<file path="src/rtl/tgl_seq_pkg.sv">
package tgl_seq_pkg;

    typedef enum logic [1:0] {
        ST_IDLE  = 2'd0,
        ST_STORE = 2'd1,
        ST_LOAD  = 2'd2,
        ST_DONE  = 2'd3
    } seq_state_t;

endpackage

</file>
<file path="src/rtl/tgl_mem.sv">
// Self-disabling scratch array on the falling clock edge.
module tgl_mem #(
    parameter int DATA_W = 32,
    parameter int ADDR_W = 4
) (
    input  logic              clk,
    input  logic              rst,
    input  logic              req_tgl,
    input  logic              wr,
    input  logic [ADDR_W-1:0] addr,
    input  logic [DATA_W-1:0] wdata,
    output logic [DATA_W-1:0] rdata,
    output logic              own_en
);
    localparam int DEPTH = 1 << ADDR_W;

    logic [DATA_W-1:0] words [DEPTH];
    logic              active;

    assign active = (own_en != req_tgl);

    // Only this block drives own_en. It follows req_tgl after one service.
    always_ff @(negedge clk) begin
        if (rst) begin
            own_en <= 1'b0;
        end else if (active) begin
            own_en <= req_tgl;
        end
    end

    always_ff @(negedge clk) begin
        if (!rst && active && wr) begin
            words[addr] <= wdata;
        end
    end

    always_ff @(negedge clk) begin
        if (rst) begin
            rdata <= '0;
        end else if (active && !wr) begin
            rdata <= words[addr];
        end
    end
endmodule

</file>
<file path="src/rtl/tgl_ctrl.sv">
// Rising-edge controller that runs the store / load / accumulate script.
module tgl_ctrl
    import tgl_seq_pkg::*;
#(
    parameter int DATA_W  = 32,
    parameter int ADDR_W  = 4,
    parameter int N_WORDS = 4,
    parameter int CNT_W   = 8
) (
    input  logic              clk,
    input  logic              rst,
    input  logic              start,
    input  logic [DATA_W-1:0] rdata,
    output logic              req_tgl,
    output logic              wr,
    output logic [ADDR_W-1:0] addr,
    output logic [DATA_W-1:0] wdata,
    output logic [DATA_W-1:0] result,
    output logic              done,
    output logic [CNT_W-1:0]  op_count
);
    localparam int IDX_W = $clog2(N_WORDS + 1);
    localparam logic [IDX_W-1:0] LAST = IDX_W'(N_WORDS);

    seq_state_t        state, state_nx;
    logic [IDX_W-1:0]  idx;
    logic              at_end;

    assign at_end = (idx == LAST);

    // State register
    always_ff @(posedge clk) begin
        if (rst) state <= ST_IDLE;
        else     state <= state_nx;
    end

    // Transitions
    always_comb begin
        state_nx = state;
        unique case (state)
            ST_IDLE:  if (start)  state_nx = ST_STORE;
            ST_STORE: if (at_end) state_nx = ST_LOAD;
            ST_LOAD:  if (at_end) state_nx = ST_DONE;
            ST_DONE:  if (start)  state_nx = ST_STORE;
            default:              state_nx = ST_IDLE;
        endcase
    end

    // Outputs and datapath registers; req_tgl is only written here.
    always_ff @(posedge clk) begin
        if (rst) begin
            req_tgl  <= 1'b0;
            wr       <= 1'b0;
            addr     <= '0;
            wdata    <= '0;
            idx      <= '0;
            result   <= '0;
            done     <= 1'b0;
            op_count <= '0;
        end else begin
            unique case (state)
                ST_IDLE, ST_DONE: begin
                    if (start) begin
                        req_tgl  <= ~req_tgl;
                        wr       <= 1'b1;
                        addr     <= '0;
                        wdata    <= DATA_W'(1);
                        idx      <= IDX_W'(1);
                        result   <= '0;
                        done     <= 1'b0;
                        op_count <= CNT_W'(1);
                    end
                end
                ST_STORE: begin
                    req_tgl  <= ~req_tgl;
                    op_count <= op_count + CNT_W'(1);
                    if (!at_end) begin
                        wr    <= 1'b1;
                        addr  <= ADDR_W'(idx);
                        wdata <= DATA_W'(idx) + DATA_W'(1);
                        idx   <= idx + IDX_W'(1);
                    end else begin
                        wr   <= 1'b0;
                        addr <= '0;
                        idx  <= IDX_W'(1);
                    end
                end
                ST_LOAD: begin
                    result <= result + rdata;
                    if (!at_end) begin
                        req_tgl  <= ~req_tgl;
                        wr       <= 1'b0;
                        addr     <= ADDR_W'(idx);
                        idx      <= idx + IDX_W'(1);
                        op_count <= op_count + CNT_W'(1);
                    end else begin
                        done <= 1'b1;
                    end
                end
                default: ;
            endcase
        end
    end
endmodule

</file>
<file path="src/rtl/tgl_seq_top.sv">
module tgl_seq_top #(
    parameter int DATA_W  = 32,
    parameter int ADDR_W  = 4,
    parameter int N_WORDS = 4,
    parameter int CNT_W   = 8
) (
    input  logic              clk,
    input  logic              rst,
    input  logic              start,
    output logic [DATA_W-1:0] result,
    output logic              done,
    output logic [CNT_W-1:0]  op_count
);
    logic              uen;
    logic              men;
    logic              wr;
    logic [ADDR_W-1:0] addr;
    logic [DATA_W-1:0] wdata;
    logic [DATA_W-1:0] dout;

    tgl_ctrl #(
        .DATA_W(DATA_W), .ADDR_W(ADDR_W), .N_WORDS(N_WORDS), .CNT_W(CNT_W)
    ) u_ctrl (
        .clk(clk), .rst(rst), .start(start), .rdata(dout),
        .req_tgl(uen), .wr(wr), .addr(addr), .wdata(wdata),
        .result(result), .done(done), .op_count(op_count)
    );

    tgl_mem #(
        .DATA_W(DATA_W), .ADDR_W(ADDR_W)
    ) u_mem (
        .clk(clk), .rst(rst), .req_tgl(uen), .wr(wr), .addr(addr),
        .wdata(wdata), .rdata(dout), .own_en(men)
    );
endmodule

</file>
<file path="config.mk">
export PLATFORM = sky130hd
export DESIGN_NAME = tgl_seq_top
export DESIGN_NICKNAME = d
export VERILOG_FILES = /design/src/rtl/tgl_seq_pkg.sv /design/src/rtl/tgl_mem.sv /design/src/rtl/tgl_ctrl.sv /design/src/rtl/tgl_seq_top.sv
export SDC_FILE = /design/constraint.sdc
export NUM_CORES = 1
export LEC_CHECK = 0
export ABC_CLOCK_PERIOD_IN_PS = 4900
export BUFFER_PORTS_ARGS = -buffer_cell sky130_fd_sc_hd__buf_2
export CAP_MARGIN = 10
export CORE_ASPECT_RATIO = 1.2
export CORE_MARGIN = 2
export CORE_UTILIZATION = 43
export DETAILED_ROUTE_END_ITERATION = 7
export PLACE_DENSITY = 0.7
export REMOVE_ABC_BUFFERS = 1
export SYNTH_ARGS = -nofsm -noshare
export SYNTH_HDL_FRONTEND = slang
export SYNTH_SLANG_ARGS = --single-unit
</file>
<file path="constraint.sdc">
create_clock -name clk -period 4.9 [get_ports clk]
set_input_delay 0.245 -clock clk [delete_from_list [all_inputs] [get_ports clk]]
set_output_delay 0.245 -clock clk [all_outputs]
set_load 0.02 [all_outputs]
</file>
# Word-level counts from Yosys, hierarchy flattened
# Memory sizes are Yosys's and may differ from the RTL's. A register that Yosys moved wholly into a read port is not among the register bits.
# Index checks and enable logic that the tools add are counted.
[word_totals] register_bits=85 n_memories=1 out_inout_bits=41 input_bits=3 mem_bits_rw=512 word_cells=72
[mem_list] memory="u_mem.words" words=16 word_bits=32 read_ports=1 rd_clocked_by_memory_dff=1 wr=1 line="tgl_mem.sv:17" source="logic [DATA_W-1:0] words [DEPTH];"
[op_classes] bitwise=1 muxes=32 n_reduce_logical=14 n_eq_ne=10 n_addsub=4
[ops] op="$pmux W32 S2" count=2
[ops] op="$mux W32" count=3
[ops] op="$add A32 B32 Y32" count=1
[ops] op="$pmux W8 S3" count=1
[ops] op="$mux W8" count=2
[ops] op="$mux W3" count=4
[ops] op="$pmux W4 S3" count=1
[ops] op="$mux W1" count=9
[ops] op="$pmux W3 S3" count=1
[ops] op="$reduce_and A3 Y1" count=3
[ops] op="$add A8 B1 Y8 const B" count=1
[ops] op="$mux W4" count=2
[ops] op="$mux W2" count=3
[ops] op="$ne A2 B1 Y1 const B" count=3
[ops] op="$pmux W1 S3" count=2
[ops] op="$pmux W2 S3" count=1
[ops] op="$add A3 B1 Y4 const B" count=1
[ops] op="$eq A2 B2 Y1 const B" count=2
[ops] op="$ne A2 B2 Y1 const B" count=2
[ops] op="$reduce_and A2 Y1" count=2
[ops] op="$reduce_bool A2 Y1" count=2
[ops] op="$add A3 B1 Y3 const B" count=1
[ops] op="$eq A3 B3 Y1 const B" count=1
[ops] op="$logic_and A1 B1 Y1" count=3
[ops] op="7 further kinds" count=8

# Longest topological paths before layout
# Gate-level depths: netlist of the first run.
[depth] word_depth=5 depth_mapped=10 depth_no_buf=8

# Modules after synthesis
# Synthesis of the first run repeated with hierarchy kept, for this count alone.
[hier_totals] hier_cells=1402 area_unflattened_um2=24355.9
[by_module_without_submodules] module="tgl_mem" cells_each=930 seq_area_each_um2=16035.4 area_per_inst_um2=20443.4 n_inst=1
[by_module_without_submodules] module="tgl_ctrl" cells_each=472 seq_area_each_um2=1101.1 area_per_inst_um2=3912.5 n_inst=1

==> results of run 1 <==
==> Yosys cell counts, types with 2 or more instances <==
cell	instances
sky130_fd_sc_hd__inv_1	10
sky130_fd_sc_hd__nor4b_1	2
sky130_fd_sc_hd__nor3b_1	3
sky130_fd_sc_hd__nand3_1	10
sky130_fd_sc_hd__nand2_1	16
sky130_fd_sc_hd__nor2b_1	3
sky130_fd_sc_hd__nand2b_1	5
sky130_fd_sc_hd__a21oi_1	11
sky130_fd_sc_hd__buf_2	2
sky130_fd_sc_hd__mux4_2	8
sky130_fd_sc_hd__ha_1	10
sky130_fd_sc_hd__or3_1	3
sky130_fd_sc_hd__a21o_1	2
sky130_fd_sc_hd__edfxtp_1	32
sky130_fd_sc_hd__and2_1	3
sky130_fd_sc_hd__a22oi_1	8
sky130_fd_sc_hd__clkbuf_1	15
sky130_fd_sc_hd__and4_1	4
sky130_fd_sc_hd__nor2_1	69
sky130_fd_sc_hd__o21ai_0	7
sky130_fd_sc_hd__and3_1	6
sky130_fd_sc_hd__nor3_1	13
sky130_fd_sc_hd__mux2i_1	4
sky130_fd_sc_hd__nor4_1	7
sky130_fd_sc_hd__nand4b_1	3
sky130_fd_sc_hd__dfxtp_1	60
sky130_fd_sc_hd__xor2_1	13
sky130_fd_sc_hd__a211oi_1	9
sky130_fd_sc_hd__nand4_1	8
sky130_fd_sc_hd__xnor2_1	22
==> sequential cells by signal (all words and copies together) (netlist names), 2 cells and up <==
signal           count
u_ctrl.result       32
u_mem.words         32
u_ctrl.op_count      8
u_ctrl.wdata         4
u_mem.rdata          4
u_ctrl.addr          3
u_ctrl.idx           3
u_ctrl.state         2
==> routing by layer <==
metal | part of all wire (%) | vias up | GRT usage (%)
li1 | - | 1513 | -
met1 | 45 | 1414 | 21.5
met2 | 48 | 82 | 28.6
met3 | 4.8 | 17 | 2.65
met4 | 2.7 | 0 | 8.42
met5 | 0 | - | 0
==> layout make-up <==
type,count,area share (%)
clock buffers,9,2.64
clock inverters,44,4.85
inverters,9,0.719
multi-input cells,263,37.7
flip-flops and latches,92,46.0
well taps,120,3.20
repair buffers,45,4.90
==> critical path: stages (launching register included) <==
cell	delay [ps]
sky130_fd_sc_hd__dfxtp_1	320
sky130_fd_sc_hd__ha_1	190
sky130_fd_sc_hd__inv_1	60
sky130_fd_sc_hd__fa_1	370
sky130_fd_sc_hd__nand2b_1	180
sky130_fd_sc_hd__o2bb2ai_1	130
sky130_fd_sc_hd__buf_4	190
sky130_fd_sc_hd__nor4_1	360
sky130_fd_sc_hd__xnor2_1	160
sky130_fd_sc_hd__nor2_1	50
==> metrics by stage <==
stage	total power [mW]	worst slack [ps]	hold slack, ps
5_1_grt	2.10	80.0	273
4_1_cts	1.98	274	241
6_report	1.96	286	257
2_1_floorplan	1.27	429	314
3_3_place_gp	1.37	384	478
3_5_place_dp	1.38	289	480
==> worst max path at each step <==
stage / end / start / cells past startpoint / slack [ps]
after floorplan: u_ctrl.result[20] / u_mem.rdata[0] / 8 / 430
after global routing: u_ctrl.result[26] / u_mem.rdata[0] / 9 / 80
final: u_ctrl.result[26] / u_mem.rdata[0] / 9 / 290
after global placement: u_ctrl.result[31] / u_mem.rdata[3] / 6 / 380
after detailed placement: u_ctrl.result[26] / u_mem.rdata[0] / 9 / 290
after CTS: u_ctrl.result[26] / u_mem.rdata[0] / 9 / 270
==> power breakdown <==
part	switching [mW]	internal, mW
Sequential	0.0622	0.854
Clock	0.394	0.250
Combinational	0.254	0.147
==> cells by family after synthesis <==
logic type / synth area share (%)
simple gates: 19.4
xor+xnor: 7.57
buf+inv: 2.84
compound gates: 7.42
mux: 5.78
fa+ha+maj: 3.59
flops: 53.4
==> flow_summary.toml, run 1 <==
[status]
status = "completed"

[finish]
fillers = 848
regArea_mm2 = 0.00216
fin_area_mm2 = 0.00470
nets = 471
post_route_cells_drive_above_1_share_pct = 15.8
stdcell_count = 582
final_cell_mix = "sky130_fd_sc_hd__nor2_1, sky130_fd_sc_hd__dfxtp_1, sky130_fd_sc_hd__inv_1, sky130_fd_sc_hd__buf_2, sky130_fd_sc_hd__edfxtp_1"
finalCoreUtilization_pct = 51.7
antenna-diode-count = 0
commonest_non_fill_non_tap_cell_in_the_layout = "sky130_fd_sc_hd__nor2_1"
syn_to_final_growth_pct = 16.1
multi_input_comb_area_mm2 = 0.00177

[placed_design]
placed_cells = 530
io_buffers = 43
gp_routability_congestion = 0.873
placed_area_mm2 = 0.00435
dp.final_hpwl_um = 5700

[grt]
antenna_found_initial = 0
grt_pass1_wl_um = 13600
grt_max_degree = 29
grtUsageTotal_pct = 17.0
vias_in_the_first_global_route = 2797
grt_remaining_overflow = 0

[floorplan]
floorplan.initialDensity_pct = 44.6
floorplan.io_pins = 44
die_area_mm2 = 0.0102
die_w_um = 92.6
fp.coreArea_mm2 = 0.00908
std_cell_rows = 38
dieHeight_um = 110

[clock_network]
cts-root-to-sink-buffers = 2
cts-root-buf = "sky130_fd_sc_hd__clkbuf_8"
cts_made_buffers = 9
tritoncts = "done"
clk-insertion-delay-late_ps = 420
cts-resized-gates = 0
buffers_inserted_during_post_cts_setup_optimization = 0
clkSlewWorstSetupHoldPaths_ps = 110
cts_htree_levels = 3
hold_buffers = 0
clock_sink_count = 92

[detailed_routing]
vias = 3026
detail_route.vias_per_cell = 5.20
postRouteWirelength_um = 8220
detail_route.iter0.violations = 200
route.antenna.remaining_nets = 0
detailed_routing_iteration_count_for_the_pre_antenna_repair_pass = 4
routedWlPerCell_um = 14.1
remaining_drcs = 0

[critical_path]
setup.worst_path.start_class = "flip-flop"
register_to_register_setup_slack_ps = 290
setup.worst_path.class = "flip-flop to flip-flop"
worstPathRequired_ps = 5140
worstSetupEndpointType = "flip-flop"
r2r-end = "u_ctrl.result[26]"
worst-endpoint-arrival_ps = 4860
reg2reg_from = "u_mem.rdata[0]"
rr_worst_depth = 9
critPathMaxFanout = 14

[worst_hold_path]
timing.hold.worst_endpoint = "u_ctrl.state[1]"
worst_hold_path.num_cells = 4
hold_path.startpoint = "start"
hold_path_class = "primary input to flip-flop"

[sta]
tightest_slew_ps = 706
fin_setup_tns_ps = 0
max-slew-margin-rel_pct = 52.8
pins_over_their_slew_limit = 0
report.final.setup_viol = 0
number_of_hold_violations_in_the_final_report = 0
clock-skew-final_ps = 58.6
rsz0062_at_grt = "false"

[synth]
synth-edff-count = 32
netlist_area_mm2 = 0.00405
postSynth.asyncResetShare_pct = 0
yosysSeqAreaShare_pct = 53.4
yosys.area.top_type_share_pct = 29.7
yosysWarningCount = 0
synth_area_leaders = "sky130_fd_sc_hd__dfxtp_1, sky130_fd_sc_hd__edfxtp_1, sky130_fd_sc_hd__nor2_1"
netlist.top_cell.by_area = "sky130_fd_sc_hd__dfxtp_1"
avgSynthCellArea_um2 = 10.5
synthCells = 384
yosysUniqueCellTypes = 46
synth_flop_cell = "sky130_fd_sc_hd__dfxtp_1"
ys_seq_elements = 92

[power]
power_density_mw_per_mm2 = 417
max-vdd-ir-drop_uv = 216
power_leakage_nw = 1.84

[flow_run]
drv.max_cap_violation_count = 0
No activity file was read; power rests on OpenSTA's default activity.
==> run 2, diff against run 1 <==
--- a/config.mk
+++ b/config.mk
@@ -16,2 +16,3 @@
 export REMOVE_ABC_BUFFERS = 1
+export SLEW_MARGIN = 20
 export SYNTH_ARGS = -nofsm -noshare
==> constraint.sdc (replaced) <==
create_clock -name clk -period 4.9 [get_ports clk]
set_input_delay 0.735 -clock clk [delete_from_list [all_inputs] [get_ports clk]]
set_output_delay 0.735 -clock clk [all_outputs]
set_load 0.02 [all_outputs]
==> run 2 against run 1 <==
  * Hold slack improved by 240 ps
  * Clock power rose by 3%
  * Sequential power hardly changed
  * Core utilization is 0.36 points higher
  * Largest power group unchanged
==> flow_summary.toml, run 2 (synthesized netlist as in run 1, its figures left out) <==
[finish]
fillers = 850
nets = 473
biggestRegsByFlops = "u_ctrl.result x32, u_mem.words x32, u_ctrl.op_count x8"
syn_to_final_growth_pct = 16.9
commonest_non_fill_non_tap_cell_in_the_layout = "sky130_fd_sc_hd__nor2_1"
antenna-diode-count = 0
post_route_cells_drive_above_1_share_pct = 16.2
final_cell_mix = "sky130_fd_sc_hd__nor2_1, sky130_fd_sc_hd__dfxtp_1, sky130_fd_sc_hd__inv_1, sky130_fd_sc_hd__buf_2, sky130_fd_sc_hd__edfxtp_1"

[detailed_routing]
detail_route.vias_per_cell = 5.20
detailed_routing_iteration_count_for_the_pre_antenna_repair_pass = 4
routedWlPerCell_um = 13.8
detail_route.iter0.violations = 141
vias = 3037
route.antenna.remaining_nets = 0
postRouteWirelength_um = 8040
remaining_drcs = 0

[clock_network]
tritoncts = "done"
clk-insertion-delay-late_ps = 420
cts-root-buf = "sky130_fd_sc_hd__clkbuf_8"
cts-root-to-sink-buffers = 2
clkSlewWorstSetupHoldPaths_ps = 110
clock_sink_count = 92
hold_buffers = 0
cts_htree_levels = 3
cts-resized-gates = 0
cts_made_buffers = 9
buffers_inserted_during_post_cts_setup_optimization = 0

[power]
total_power_mw = 1.98
share_seq_of_total_power_pct = 46.2
internal_power_mw = 1.26
p_sw_share_pct = 36.4
power_switching_mw = 0.720
power_density_mw_per_mm2 = 419
pwr-share-comb_pct = 20.2
clock_power_share_pct = 33.5
power_leakage_nw = 1.85
max-vdd-ir-drop_uv = 211

[sta]
max-slew-margin-rel_pct = 52.9
tightest_slew_ps = 705
pins_over_their_slew_limit = 0
rsz0062_at_grt = "false"
holdWs_ps = 495
fin_setup_tns_ps = 0
number_of_hold_violations_in_the_final_report = 0
clock-skew-final_ps = 49.7
report.final.setup_viol = 0

[critical_path]
reg2reg_from = "u_mem.rdata[0]"
critical_path.endpoint = "u_ctrl.result[26]"
worstPathRequired_ps = 5150
worst-endpoint-arrival_ps = 4860
rr_worst_depth = 9
critPathMaxFanout = 14
worstSetupEndpointType = "flip-flop"
setup.worst_path.class = "flip-flop to flip-flop"
r2r-end = "u_ctrl.result[26]"
startpoint = "u_mem.rdata[0]"
register_to_register_setup_slack_ps = 290
setup.worst_path.start_class = "flip-flop"

[floorplan]
fp.coreArea_mm2 = 0.00908
floorplan.io_pins = 44
dieHeight_um = 110
die_w_um = 92.6
std_cell_rows = 38
die_area_mm2 = 0.0102
floorplan.initialDensity_pct = 44.6

[worst_hold_path]
hold_path_class = "flip-flop to flip-flop"
hold_path.startpoint = "u_ctrl.result[31]"

[grt]
grt_pass1_wl_um = 13500
grtUsageTotal_pct = 16.8
vias_in_the_first_global_route = 2904
antenna_found_initial = 0
grt_max_degree = 29
grt_remaining_overflow = 0

[status]
status = "completed"

[flow_run]
drv.max_cap_violation_count = 0

[placed_design]
dp.final_hpwl_um = 5760
gp_routability_congestion = 0.851
io_buffers = 43
## run 2: cell count changes in the layout (fill, tap and decap cells not counted)
cell	change
sky130_fd_sc_hd__clkinv_8	+1
sky130_fd_sc_hd__inv_6	-1
sky130_fd_sc_hd__inv_12	+2
sky130_fd_sc_hd__buf_4	+2
sky130_fd_sc_hd__inv_8	-2
## run 2: worst min path at each step
| stage | endpoint | slack (ps) | depth (start not counted) |
|---|---|---|---|
| finish | u_ctrl.result[31] | 490 | 2 |
| global route | u_ctrl.result[31] | 520 | 2 |
| CTS | u_ctrl.result[31] | 500 | 2 |
| detailed placement | u_ctrl.result[31] | 480 | 2 |
| global placement | u_ctrl.result[31] | 480 | 2 |
| floorplan | u_mem.rdata[0] | 480 | 2 |
## run 2: metal layers
metal	GRT usage, %	up-vias	routed length (µm)
met5	0	-	0
met3	4.28	16	456
met1	20.3	1425	3490
met2	28.4	75	3900
met4	7.89	0	201
li1	-	1521	-
## run 2: power by group through the flow
| stage | Clock (mW) | Sequential (mW) | Combinational (mW) |
|---|---|---|---|
| global route | 0.742 | 0.926 | 0.460 |
| global placement | 0.0466 | 0.928 | 0.394 |
| CTS | 0.684 | 0.917 | 0.403 |
| detailed placement | 0.0466 | 0.932 | 0.401 |
| floorplan | 0.0466 | 0.921 | 0.302 |
| finish | 0.664 | 0.916 | 0.401 |
## run 2: cell type report
class                           instances  area [µm²]  area share (%)
Clock buffer                            9         124            2.62
Sequential cell                        92        2160            45.7
Tap cell                              120         150            3.17
Inverter                                9        33.8           0.714
Multi-Input combinational cell        263        1770            37.4
Timing Repair Buffer                   47         245            5.18
Clock inverter                         44         245            5.18
## run 2: worst max-delay path, stage by stage (launching register included)
cell                        delay [ps]
sky130_fd_sc_hd__dfxtp_1           320
sky130_fd_sc_hd__ha_1              180
sky130_fd_sc_hd__inv_1              60
sky130_fd_sc_hd__fa_1              380
sky130_fd_sc_hd__nand2b_1          180
sky130_fd_sc_hd__o2bb2ai_1         130
sky130_fd_sc_hd__buf_4             190
sky130_fd_sc_hd__nor4_1            360
sky130_fd_sc_hd__xnor2_1           160
sky130_fd_sc_hd__nor2_1             50
## run 2: per-stage QoR
| step | worst slack (ps) | util [%] | instance area (µm²) | cells |
|---|---|---|---|---|
| detailed placement | 315 | 48.1 | 4370 | 532 |
| global placement | 380 | 48.1 | 4370 | 532 |
| floorplan | 429 | - | 3970 | 365 |
| global route | 115 | 52.1 | 4730 | 584 |
| CTS | 304 | 52.1 | 4730 | 584 |
| finish | 288 | 52.1 | 4730 | 584 |
==> run 3, diff against run 2 <==
Settings changed: CORE_ASPECT_RATIO 1.2 to 0.5.
==> run 3 against run 2 <==
  * Worst setup slack better by 10 ps
  * Die area is 0.44% higher
  * Hold slack better by 5.1 ps
==> flow_summary.toml, run 3 (synthesized netlist as in run 1, its figures left out) <==
[sta]
rsz0062_at_grt = "false"
report.final.setup_viol = 0
fin_setup_tns_ps = 0
max-slew-margin-rel_pct = 50.2
holdWs_ps = 500
tightest_slew_ps = 746
pins_over_their_slew_limit = 0
clock-skew-final_ps = 62.6
number_of_hold_violations_in_the_final_report = 0
finalWorstSetupSlack_ps = 298

[floorplan]
floorplan.io_pins = 44
die_area_mm2 = 0.0103
fp.coreArea_mm2 = 0.00892
floorplan.initialDensity_pct = 45.4
std_cell_rows = 24
dieHeight_um = 72.6
die_w_um = 141

[critical_path]
setup.worst_path.class = "flip-flop to flip-flop"
critPathMaxFanout = 14
worstSetupEndpointType = "flip-flop"
worst-endpoint-arrival_ps = 4820
timing.critical_path.cells = "ha_1 > inv_1 > fa_1 > nand2b_1 > o2bb2ai_1 > buf_4 > nor4_1 > xnor2_1 > nor2_1"
crit_path_top_delay_cell = "sky130_fd_sc_hd__fa_1"
setup.worst_path.start_class = "flip-flop"
register_to_register_setup_slack_ps = 300
worstPathRequired_ps = 5110
slowest_delay_ps = 370

[detailed_routing]
vias = 3049
detailed_routing_iteration_count_for_the_pre_antenna_repair_pass = 4
route.antenna.remaining_nets = 0
detail_route.vias_per_cell = 5.24
detail_route.iter0.violations = 190
postRouteWirelength_um = 8190
remaining_drcs = 0
routedWlPerCell_um = 14.1

[finish]
final_cell_mix = "sky130_fd_sc_hd__nor2_1, sky130_fd_sc_hd__dfxtp_1, sky130_fd_sc_hd__inv_1, sky130_fd_sc_hd__buf_2, sky130_fd_sc_hd__edfxtp_1"
syn_to_final_growth_pct = 18.8
biggestRegsByFlops = "u_ctrl.result x32, u_mem.words x32, u_ctrl.op_count x8"
multi_input_comb_area_mm2 = 0.00177
post_route_cells_drive_above_1_share_pct = 16.3
fillers = 784
commonest_non_fill_non_tap_cell_in_the_layout = "sky130_fd_sc_hd__nor2_1"
antenna-diode-count = 0
regArea_mm2 = 0.00216
finalCoreUtilization_pct = 53.9
nets = 474

[placed_design]
io_buffers = 43
dp_worst_setup_slack_ps = 312
gp_routability_congestion = 0.862
dp.final_hpwl_um = 5590

[clock_network]
cts_made_buffers = 9
cts-root-to-sink-buffers = 2
buffers_inserted_during_post_cts_setup_optimization = 0
tritoncts = "done"
clock_sink_count = 92
clk-insertion-delay-late_ps = 400
cts-resized-gates = 0
clkSlewWorstSetupHoldPaths_ps = 70
cts_htree_levels = 3
cts-root-buf = "sky130_fd_sc_hd__clkbuf_16"
hold_buffers = 0

[power]
clock_power_share_pct = 37.8
pwr-share-comb_pct = 19.1
power_switching_mw = 0.694
internal_power_mw = 1.43
max-vdd-ir-drop_uv = 201
power_leakage_nw = 1.90
share_seq_of_total_power_pct = 43.1
total_power_mw = 2.12
p_sw_share_pct = 32.7
power_density_mw_per_mm2 = 441

[grt]
grt_max_degree = 29
grt_pass1_wl_um = 13500
grt_remaining_overflow = 0
antenna_found_initial = 0
vias_in_the_first_global_route = 2849
grtUsageTotal_pct = 16.9

[flow_run]
drv.max_cap_violation_count = 0

[status]
status = "completed"

[worst_hold_path]
hold_path_class = "flip-flop to flip-flop"
## run 3: worst paths after layout
path / startpoint / end / cells after the start
setup / recovery: u_mem.rdata[0] / u_ctrl.result[30] / 9
hold / removal: u_ctrl.result[31] / u_ctrl.result[31] / 2
setup reg to reg: u_mem.rdata[0] / u_ctrl.result[30] / 9
hold reg to reg: u_ctrl.result[31] / u_ctrl.result[31] / 2
## run 3: stage by stage
| step | instances | area (µm²) |
|---|---|---|
| 4_1_cts | 582 | 4810 |
| 5_1_grt | 582 | 4810 |
| 3_5_place_dp | 530 | 4370 |
| 6_report | 582 | 4810 |
| 2_1_floorplan | 365 | 3970 |
| 3_3_place_gp | 530 | 4370 |
## run 3: power by group through the flow
| stage | clock network, mW | registers, mW | logic, mW |
|---|---|---|---|
| after global placement | 0.0466 | 0.925 | 0.403 |
| final | 0.802 | 0.914 | 0.405 |
| after global routing | 0.878 | 0.922 | 0.456 |
| after floorplan | 0.0466 | 0.921 | 0.302 |
| after CTS | 0.827 | 0.914 | 0.408 |
| after detailed placement | 0.0466 | 0.927 | 0.406 |
## run 3: cell type report
type | instances | share of cell area (%)
multi-input combinational | 263 | 36.8
inverter | 9 | 0.703
sequential | 92 | 45.0
clock buffer | 10 | 5.21
timing repair buffer | 48 | 5.26
clock inverter | 43 | 3.98
tap | 117 | 3.05
## run 3: layer usage
metal	global-route usage [%]	vias to the layer above	part of all wire (%)
met4	6.56	0	1.0
li1	-	1525	-
met2	26.5	62	45
met5	0	-	0
met3	5.97	7	4.9
met1	21.9	1455	49
## run 3: critical path: cells and delay by family (launching register included)
| family | cells | cell delay (ps) |
|---|---|---|
| XOR/XNOR | 1 | 160 |
| AO/OA/AOI/OAI | 1 | 130 |
| flip-flops | 1 | 320 |
| adder cells (fa/ha/maj) | 2 | 560 |
| buffers and inverters | 2 | 240 |
| AND/OR/NAND/NOR | 3 | 570 |
